===== src/rtl/hpslv_pkg.sv =====
package hpslv_pkg;

    localparam int HP_DATA_W = 8;
    localparam int HP_ADDR_W = 2;
    localparam int HP_NUM_GP = 2;

    localparam logic [HP_ADDR_W-1:0] REG_PEND = 2'd2;
    localparam logic [HP_ADDR_W-1:0] REG_CFG  = 2'd3;

    typedef enum logic [1:0] {
        MODE_DS_ACK = 2'd0,
        MODE_SPLIT  = 2'd1,
        MODE_DS_RDY = 2'd2,
        MODE_RSVD   = 2'd3
    } port_mode_e;

    typedef enum logic {
        HS_IDLE = 1'b0,
        HS_HOLD = 1'b1
    } hs_state_e;

    typedef struct packed {
        logic cs_n;
        logic p1;
        logic p2;
    } pins_t;

    function automatic logic uses_split(port_mode_e m);
        return (m == MODE_SPLIT) || (m == MODE_RSVD);
    endfunction

    function automatic logic needs_select(port_mode_e m);
        return m != MODE_DS_ACK;
    endfunction

endpackage


===== src/rtl/hpslv_sync.sv =====
module hpslv_sync #(
    parameter int          W       = 3,
    parameter int          STAGES  = 2,
    parameter logic [W-1:0] RST_VAL = '1
) (
    input  logic         clk,
    input  logic         rst,
    input  logic [W-1:0] d,
    output logic [W-1:0] q
);
    logic [W-1:0] stg [STAGES];

    for (genvar g = 0; g < STAGES; g++) begin : g_stage
        if (g == 0) begin : g_first
            always_ff @(posedge clk) begin
                if (rst) stg[g] <= RST_VAL;
                else     stg[g] <= d;
            end
        end else begin : g_next
            always_ff @(posedge clk) begin
                if (rst) stg[g] <= RST_VAL;
                else     stg[g] <= stg[g-1];
            end
        end
    end

    assign q = stg[STAGES-1];
endmodule


===== src/rtl/hpslv_hshake.sv =====
module hpslv_hshake
    import hpslv_pkg::*;
(
    input  logic       clk,
    input  logic       rst,
    input  port_mode_e mode,
    input  pins_t      pins,
    output logic       start,
    output logic       start_wr,
    output logic       hold,
    output logic       hold_rd,
    output logic       done
);
    pins_t     prev_q;
    hs_state_e state_q;
    logic      rd_fall, wr_fall, go;

    always_comb begin
        rd_fall = prev_q.p2 & ~pins.p2;
        wr_fall = prev_q.p1 & ~pins.p1;
        if (uses_split(mode)) begin
            go       = ~pins.cs_n & (rd_fall | wr_fall);
            start_wr = wr_fall & ~rd_fall;
            done     = pins.p1 & pins.p2;
        end else begin
            go       = (~needs_select(mode) | ~pins.cs_n) & rd_fall;
            start_wr = ~pins.p1;
            done     = pins.p2;
        end
    end

    assign start = (state_q == HS_IDLE) & go;
    assign hold  = (state_q == HS_HOLD);

    always_ff @(posedge clk) begin
        if (rst) begin
            prev_q  <= '1;
            state_q <= HS_IDLE;
            hold_rd <= 1'b0;
        end else begin
            prev_q <= pins;
            case (state_q)
                HS_IDLE: if (go) begin
                    state_q <= HS_HOLD;
                    hold_rd <= ~start_wr;
                end
                HS_HOLD: if (done) state_q <= HS_IDLE;
                default: state_q <= HS_IDLE;
            endcase
        end
    end

    // once held, the cycle persists while the strobe is still active
    assert_hold_interlock_R4: assert property (@(posedge clk) disable iff (rst)
        (hold && !done) |=> hold);
endmodule


===== src/rtl/hpslv_regs.sv =====
module hpslv_regs
    import hpslv_pkg::*;
(
    input  logic                 clk,
    input  logic                 rst,
    input  logic                 wr_en,
    input  logic [HP_ADDR_W-1:0] addr,
    input  logic [HP_DATA_W-1:0] wdata,
    input  logic [HP_DATA_W-1:0] irq_event,
    output logic [HP_DATA_W-1:0] rdata,
    output logic                 pend_any,
    output logic                 cfg_pp
);
    logic [HP_DATA_W-1:0] gp_q [HP_NUM_GP];
    logic [HP_DATA_W-1:0] pend_q, cfg_q, clr_mask;

    for (genvar g = 0; g < HP_NUM_GP; g++) begin : g_gp
        always_ff @(posedge clk) begin
            if (rst)                                    gp_q[g] <= '0;
            else if (wr_en && addr == HP_ADDR_W'(g))    gp_q[g] <= wdata;
        end
    end

    assign clr_mask = (wr_en && addr == REG_PEND) ? wdata : '0;

    always_ff @(posedge clk) begin
        if (rst) begin
            pend_q <= '0;
            cfg_q  <= '0;
        end else begin
            pend_q <= (pend_q & ~clr_mask) | irq_event;
            if (wr_en && addr == REG_CFG) cfg_q <= wdata;
        end
    end

    always_comb begin
        case (addr)
            REG_PEND: rdata = pend_q;
            REG_CFG:  rdata = cfg_q;
            default:  rdata = gp_q[addr[0]];
        endcase
    end

    assign pend_any = |pend_q;
    assign cfg_pp   = cfg_q[0];

    // an event pulse always leaves its bit pending
    assert_event_sets_R10: assert property (@(posedge clk) disable iff (rst)
        (|irq_event) |=> ((pend_q & $past(irq_event)) == $past(irq_event)));
    // a write of ones clears those bits when no event collides
    assert_w1c_clears_R10: assert property (@(posedge clk) disable iff (rst)
        (wr_en && addr == REG_PEND && irq_event == '0) |=> ((pend_q & $past(wdata)) == '0));
endmodule


===== src/rtl/hpslv_port.sv =====
module hpslv_port
    import hpslv_pkg::*;
#(
    parameter int SYNC_STAGES = 2
) (
    input  logic       clk,
    input  logic       rst,
    input  logic [1:0] mode_sel,
    input  logic       cs_n,
    input  logic       rw_wr_n,
    input  logic       ds_rd_n,
    input  logic [1:0] addr,
    input  logic [7:0] data_in,
    output logic [7:0] data_out,
    output logic       data_oe,
    output logic       ack_out,
    output logic       ack_oe,
    input  logic [7:0] irq_event,
    output logic       irq_out,
    output logic       irq_oe
);
    port_mode_e           mode_q;
    pins_t                pins_raw, pins_s;
    logic                 start, start_wr, hold, hold_rd, done;
    logic                 pend_any, cfg_pp;
    logic [HP_DATA_W-1:0] rdata, rd_q;

    always_ff @(posedge clk) begin
        if (rst) mode_q <= port_mode_e'(mode_sel);
    end

    assign pins_raw = '{cs_n: cs_n, p1: rw_wr_n, p2: ds_rd_n};

    hpslv_sync #(.W($bits(pins_t)), .STAGES(SYNC_STAGES), .RST_VAL('1)) u_sync (
        .clk(clk), .rst(rst), .d(pins_raw), .q(pins_s)
    );

    hpslv_hshake u_hshake (
        .clk(clk), .rst(rst), .mode(mode_q), .pins(pins_s),
        .start(start), .start_wr(start_wr), .hold(hold), .hold_rd(hold_rd), .done(done)
    );

    hpslv_regs u_regs (
        .clk(clk), .rst(rst), .wr_en(start & start_wr), .addr(addr), .wdata(data_in),
        .irq_event(irq_event), .rdata(rdata), .pend_any(pend_any), .cfg_pp(cfg_pp)
    );

    always_ff @(posedge clk) begin
        if (rst)                     rd_q <= '0;
        else if (start && !start_wr) rd_q <= rdata;
    end

    assign ack_out  = ~hold;
    assign ack_oe   = ~cs_n;
    assign data_oe  = hold & hold_rd & ~cs_n & ~ds_rd_n;
    assign data_out = rd_q;
    assign irq_oe   = cfg_pp | pend_any;
    assign irq_out  = cfg_pp & ~pend_any;

    // scheme does not change outside reset
    assert_mode_frozen_R1: assert property (@(posedge clk) disable iff (rst)
        1'b1 |=> $stable(mode_q));
    // acknowledge only falls after a detected start
    assert_ack_after_start_R3: assert property (@(posedge clk) disable iff (rst)
        $fell(ack_out) |-> $past(start));
    // acknowledge only rises after the strobe was seen released
    assert_ack_release_R4: assert property (@(posedge clk) disable iff (rst)
        $rose(ack_out) |-> $past(done));
    // split scheme never starts a cycle while deselected
    assert_split_select_R5: assert property (@(posedge clk) disable iff (rst)
        (uses_split(mode_q) && pins_s.cs_n) |-> !start);
    // data is driven only while the acknowledge is low
    assert_data_with_ack_R7: assert property (@(posedge clk) disable iff (rst)
        data_oe |-> !ack_out);
    // open-drain mode never drives the pin high
    assert_open_drain_R11: assert property (@(posedge clk) disable iff (rst)
        !cfg_pp |-> !(irq_oe && irq_out));
endmodule


===== config.mk =====
export PLATFORM = sky130hd
export DESIGN_NAME = hpslv_port
export DESIGN_NICKNAME = d
export VERILOG_FILES = /design/src/rtl/hpslv_pkg.sv /design/src/rtl/hpslv_sync.sv /design/src/rtl/hpslv_hshake.sv /design/src/rtl/hpslv_regs.sv /design/src/rtl/hpslv_port.sv
export SDC_FILE = /design/constraint.sdc
export NUM_CORES = 1
export LEC_CHECK = 0
export BUFFER_PORTS_ARGS = -buffer_cell sky130_fd_sc_hd__buf_2
export CAP_MARGIN = 10
export CORE_MARGIN = 3
export CORE_UTILIZATION = 59
export CTS_CLUSTER_SIZE = 8
export DETAILED_ROUTE_END_ITERATION = 12
export GPL_ROUTABILITY_DRIVEN = 0
export MAX_ROUTING_LAYER = met4
export PLACE_DENSITY = 0.83
export SLEW_MARGIN = 30
export SYNTH_ARGS = -nofsm -noshare
export SYNTH_HDL_FRONTEND = slang
export SYNTH_SLANG_ARGS = --single-unit

===== constraint.sdc =====
create_clock -name clk -period 3.5 [get_ports clk]
set_input_delay 0.525 -clock clk [delete_from_list [all_inputs] [get_ports clk]]
set_output_delay 0.525 -clock clk [all_outputs]
set_load 0.005 [all_outputs]

==> Word level (Yosys, flattened, before mapping) <==
Memory sizes are Yosys's and may differ from the RTL's.
Cells that the tools add are included.
{ "classes": {"reduce_logical": 11, "n_lt_le_gt_ge": 0, "n_mux": 21, "bitwise": 32, "shift": 0, "eq_ne": 5, "n_addsub": 0, "div_mod_pow": 0, "multipliers": 0} }
{ "op_table": {"columns": ["operator", "n"], "rows": [
  ["2-to-1 mux 8 bit", 3],
  ["case mux 8 bit (2 select lines)", 1],
  ["2-to-1 mux 1 bit", 14],
  ["bitwise AND 1 bit", 12],
  ["inverter 1 bit", 10],
  ["bitwise AND 8 bit", 1],
  ["inverter 8 bit", 1],
  ["OR 8 bit", 1],
  ["OR reduction 8 bit", 1],
  ["OR 1 bit", 7],
  ["equality test 2 bit, second input constant", 3],
  ["2-to-1 mux 3 bit", 2],
  ["logical AND 1 bit", 5],
  ["equality test 2 x 1 -> 1 bit, second input constant", 2],
  ["zero test 2 bit", 1],
  ["case mux 1 bit (2 select lines)", 1],
  ["AND reduction 2 bit", 1],
  ["nonzero test 2 bit", 1],
  ["zero test 1 bit", 1],
  ["logical OR 1 bit", 1]
]} }
{ "word_totals": {"latch_bits": 0, "output_inout_bits": 13, "mem_bits_ro": 0, "ram_bits": 22, "word_cells": 79, "reg_bits": 30, "n_memories": 2} }
{ "mem_list": {"columns": ["memory", "depth", "width", "read_ports", "rd_ports_with_merged_regs", "write_ports", "line", "source"], "rows": [
  ["u_regs.gp_q", 2, 8, 1, 0, 2, "hpslv_regs.sv:14", "logic [HP_DATA_W-1:0] gp_q [HP_NUM_GP];"],
  ["u_sync.stg", 2, 3, 2, 0, 2, "hpslv_sync.sv:11", "logic [W-1:0] stg [STAGES];"]
]} }

==> Logic depth before layout (Yosys ltp) <==
{ "logic_depth": {"depth_word": 12, "mapped_depth": 5, "mapped_depth_nobuf": 4} }

==> Cells and area by module <==
A second synthesis with hierarchy kept.
{ "unflattened": {"hier_cells": 200, "area_unflattened_um2": 2333.5} }
{ "by_module_without_submodules": {"columns": ["module", "n_inst", "seq_area_each_um2", "area_each_um2", "cells_per_inst"], "rows": [
  ["hpslv_regs", 1, 800.8, 1515.2, 122],
  ["hpslv_port", 1, 220.2, 465.4, 43],
  ["hpslv_hshake", 1, 80.1, 195.2, 23],
  ["hpslv_sync", 1, 120.1, 157.7, 12]
]} }

==> Worst setup path before layout <==
No wires, ideal clock.
{ "synth_path": {"path_kind": "register to register", "startpoint": "reg mode_q[0]", "endpoint": "mem u_regs.gp_q[1][0] (enable)", "period_less_slack_ps": 1908, "arrival_time_ps": 1596, "slack_ps": 1592, "stages_incl_launch_ff": 6, "required_ps": 3188, "setup_ps": 312, "cell_sequence": "edfxtp_1 -> o21a_1 -> a211o_1 -> clkbuf_1 -> nor2_1 -> a31o_2"} }
{ "synth_lines": {"columns": ["item", "line", "source"], "rows": [
  ["start: declaration", "hpslv_port.sv:22", "port_mode_e mode_q;"],
  ["start signal: assignment", "hpslv_port.sv:29", "if (rst) mode_q <= port_mode_e'(mode_sel);"],
  ["end: declaration", "hpslv_regs.sv:14", null]
]} }

==> Worst setup path in the final report <==
{ "layout_path": {"startpoint": "reg mode_q[0]", "endpoint": "reg u_regs.cfg_q[5]"} }
{ "layout_between": {"elab_chain_len": 8, "elab_cells_between_ends": 12} }
{ "layout_lines": {"columns": ["item", "line", "source"], "rows": [
  ["nonzero test 2 bit", "hpslv_pkg.sv:33", "return m != MODE_DS_ACK;"],
  ["inverter 1 bit", "hpslv_hshake.sv:26", "go = (~needs_select(mode) | ~pins.cs_n) & rd_fall;"],
  ["OR 1 bit", "hpslv_hshake.sv:26", null],
  ["bitwise AND 1 bit", "hpslv_hshake.sv:26", null],
  ["2-to-1 mux 1 bit", "hpslv_hshake.sv:21", "if (uses_split(mode)) begin"],
  ["bitwise AND 1 bit", "hpslv_hshake.sv:32", "assign start = (state_q == HS_IDLE) & go;"],
  ["bitwise AND 1 bit (*)", "hpslv_port.sv:44", ".clk(clk), .rst(rst), .wr_en(start & start_wr), .addr(addr), .wdata(data_in),"],
  ["logical AND 1 bit (*)", "hpslv_regs.sv:32", "if (wr_en && addr == REG_CFG) cfg_q <= wdata;"],
  ["end signal: assignment", "hpslv_regs.sv:32", null],
  ["end: declaration", "hpslv_regs.sv:15", "logic [HP_DATA_W-1:0] pend_q, cfg_q, clr_mask;"]
]} }
Mark *: on every way between the ends. The rest lies on a longest branch, timed or not.
A chain may end at the register's enable or synchronous reset.

==> results.toml <==
[clocking]
cts_tree = "built"
cts-buffers-inserted = 5
clock_latency_ps = 300
clkSinkCount = 52
clk_path_buf_depth = 2
path_clk_slew_ps = 80
post_cts_buffers = 0
cts-root-buf = "clkbuf_8"
post_cts_resized = 0
htree_levels = 2
hold_buffers = 0

[place]
dp.final_hpwl_um = 3280
dp_cells = 273
io_buffers = 37

[yosys]
synth_edf_count = 18
synthArstFlopShare = 0
synth-main-ff-cell = "dfxtp_1"
synth_nets = 222
syn_area_sq_um = 2250
syn_avg_cell_area_sq_um = 11.4
synth_cells = 197
yosysSeqAreaShare = 0.543
yosysWarnings = 0
ys_types = 27
yosys_register_bits = 52

[status]
status = "finished clean"

[global_route]
antenna_found_initial = 0
grt_pass1_wl_um = 7510
grt_remaining_overflow = 0
grt_usage = 0.239
grt_pass1_vias = 1546
grt_max_degree = 48

[detailed_routing]
wl_um = 4660
viasPerCell = 5.80
num_vias = 1624
drt_pre_antenna_iters = 4
postRouteAntennaNets = 0
wire_per_inst_um = 16.7
first_iter_violations = 131
drc = 0

[cells_and_area]
multi_input_area_sq_um = 945
antenna_cells = 0
drive_above_1_share = 0.299
nets = 259
seqCellArea_sq_um = 1220
final_cells = 280
fill_cells = 238
syn_to_final_growth_pct = 14.0

[sta]
skew_ps = 4.93
post-route-period-util = 0.651
setup-violations-final = 0
slew_headroom = 0.406
finalCriticalPeriod_ps = 2280
slew_violations = 0
finalHoldViolCount = 0
rsz0062_at_grt = "no"
fmax_ghz = 0.439
worstMarginPinSlew_ps = 883
fin_setup_tns_ps = 0

[hold_path]
hold_end = "mode_q[0]"
min_path_type = "input pin to flip-flop"
hold_path_depth = 1
hold_path.startpoint = "mode_sel[0]"

[setup_path]
crit_type = "flip-flop to flip-flop"
reg2reg_depth = 4
r2r_slack_ps = 1220
crit-reg2reg-capture = "u_regs.cfg_q[5]"
crit_required_ps = 3730
cp_data_arrival_time_ps = 2510
start_kind = "flip-flop"
cp-end-kind = "flip-flop"
r2r_start = "mode_q[0]"
path_max_fanout = 13

[floorplan]
die_area_sq_um = 4590
ioPinCount = 38
coreArea_sq_um = 3490
die_h_um = 67.8
start_util = 0.644
num_rows = 21
fp.dieW_um = 67.8

[power_and_ir_drop]
p_total_w = 0.00111
power.leakage_nw = 1.01
power_density_nw_per_um2 = 433
ir_worst_vdd_v = 0.000348

[job]
cap_violations = 0
-- synth_stat cells, types with 3 or more instances --
| library cell | instances | area, sq um |
|---|---|---|
| mux2i_1 | 8 | 80.1 |
| mux4_2 | 8 | 180 |
| a311oi_1 | 8 | 70.1 |
| or2_2 | 9 | 56.3 |
| and2_1 | 16 | 100 |
| a21oi_1 | 9 | 45.0 |
| edfxtp_1 | 18 | 541 |
| nor2_1 | 12 | 45.0 |
| dfxtp_1 | 34 | 681 |
| a31o_2 | 3 | 26.3 |
| clkbuf_1 | 6 | 22.5 |
| o21ai_0 | 9 | 45.0 |
| nand3_1 | 8 | 40.0 |
| inv_1 | 14 | 52.6 |
| nand2b_1 | 17 | 106 |
-- through the flow --
| stage | setup slack, ps | hold slack, ps | utilization | cell area, sq um |
|---|---|---|---|---|
| final | 1220 | 390 | 0.734 | 2560 |
| after global routing | 1030 | 386 | 0.734 | 2560 |
| after CTS | 1220 | 381 | 0.734 | 2560 |
| after detailed placement | 1250 | 405 | 0.706 | 2470 |
| after global placement | 1330 | 394 | 0.706 | 2470 |
| after floorplan | 1590 | 389 | - | 2250 |
-- worst max path at each step --
stage	start	endpoint	slack, ps
2_1_floorplan	mode_q[0]	u_regs.gp_q[1][0]	1590
3_3_place_gp	addr[0]	u_regs.cfg_q[0]	1330
3_5_place_dp	addr[0]	u_regs.cfg_q[5]	1250
4_1_cts	mode_q[0]	u_regs.pend_q[7]	1220
5_1_grt	mode_q[0]	u_regs.pend_q[3]	1030
6_report	mode_q[0]	u_regs.cfg_q[5]	1220
-- routing by layer --
layer | up-vias | global-route usage | routed length, um
met2 | 46 | 0.391 | 2360
met1 | 785 | 0.278 | 1960
met3 | 13 | 0.0466 | 226
met5 | - | - | 0
met4 | 0 | 0.122 | 119
li1 | 780 | - | -
-- sequential cells by signal, indices dropped and copies added (netlist names) --
| register | cells |
|---|---|
| u_hshake.hold | 1 |
| u_regs.gp_q | 16 |
| u_hshake.prev_q | 2 |
| u_regs.cfg_q | 8 |
| mode_q | 2 |
| u_hshake.hold_rd | 1 |
| u_regs.pend_q | 8 |
| u_sync.stg | 6 |
| data_out | 8 |
-- cells in the final DEF, fill, tap and decap left out --
master / instances
nor3_1: 2
nand3_1: 8
o21ai_0: 9
o21a_1: 1
nor4_4: 2
a211o_1: 1
nor4_1: 2
or2_2: 9
and2_1: 16
mux4_2: 8
and3_1: 1
nand2_1: 1
a21oi_1: 9
a311oi_1: 8
inv_1: 14
nor2_1: 12
nand2b_1: 17
a31oi_1: 1
clkbuf_8: 7
buf_2: 37
nor4_2: 2
buf_4: 1
a211oi_2: 1
edfxtp_1: 18
a31o_2: 3
dfxtp_1: 34
mux2i_1: 8
nand3b_1: 2
-- report_power, final --
part / internal [W] / leakage, nW / switching, W
sequential: 0.000644 / 0.465 / 0.0000126
combinational: 0.0000432 / 0.492 / 0.0000530
clock: 0.000176 / 0.0503 / 0.000181
-- cell type report --
type | instances | area share
flip-flops and latches | 52 | 0.476
clock buffers | 7 | 0.0376
repair buffers | 38 | 0.0751
multi-input cells | 123 | 0.368
well taps | 46 | 0.0224
inverters | 14 | 0.0205
-- cells by family after synthesis --
group / count (synthesis) / synth area share
AO/OA/AOI/OAI: 33 / 0.0984
buffers and inverters: 22 / 0.0378
flip-flops: 52 / 0.543
multiplexers: 16 / 0.116
AND/OR/NAND/NOR: 74 / 0.206
-- worst max-delay path, cell delays in order, from the launching register on --
cell and delay [ps]:
edfxtp_1 460, o21a_1 250, a211o_1 480, nor4_4 710
mux2i_1 300
Note: power is estimated with default switching activity, not from simulation.
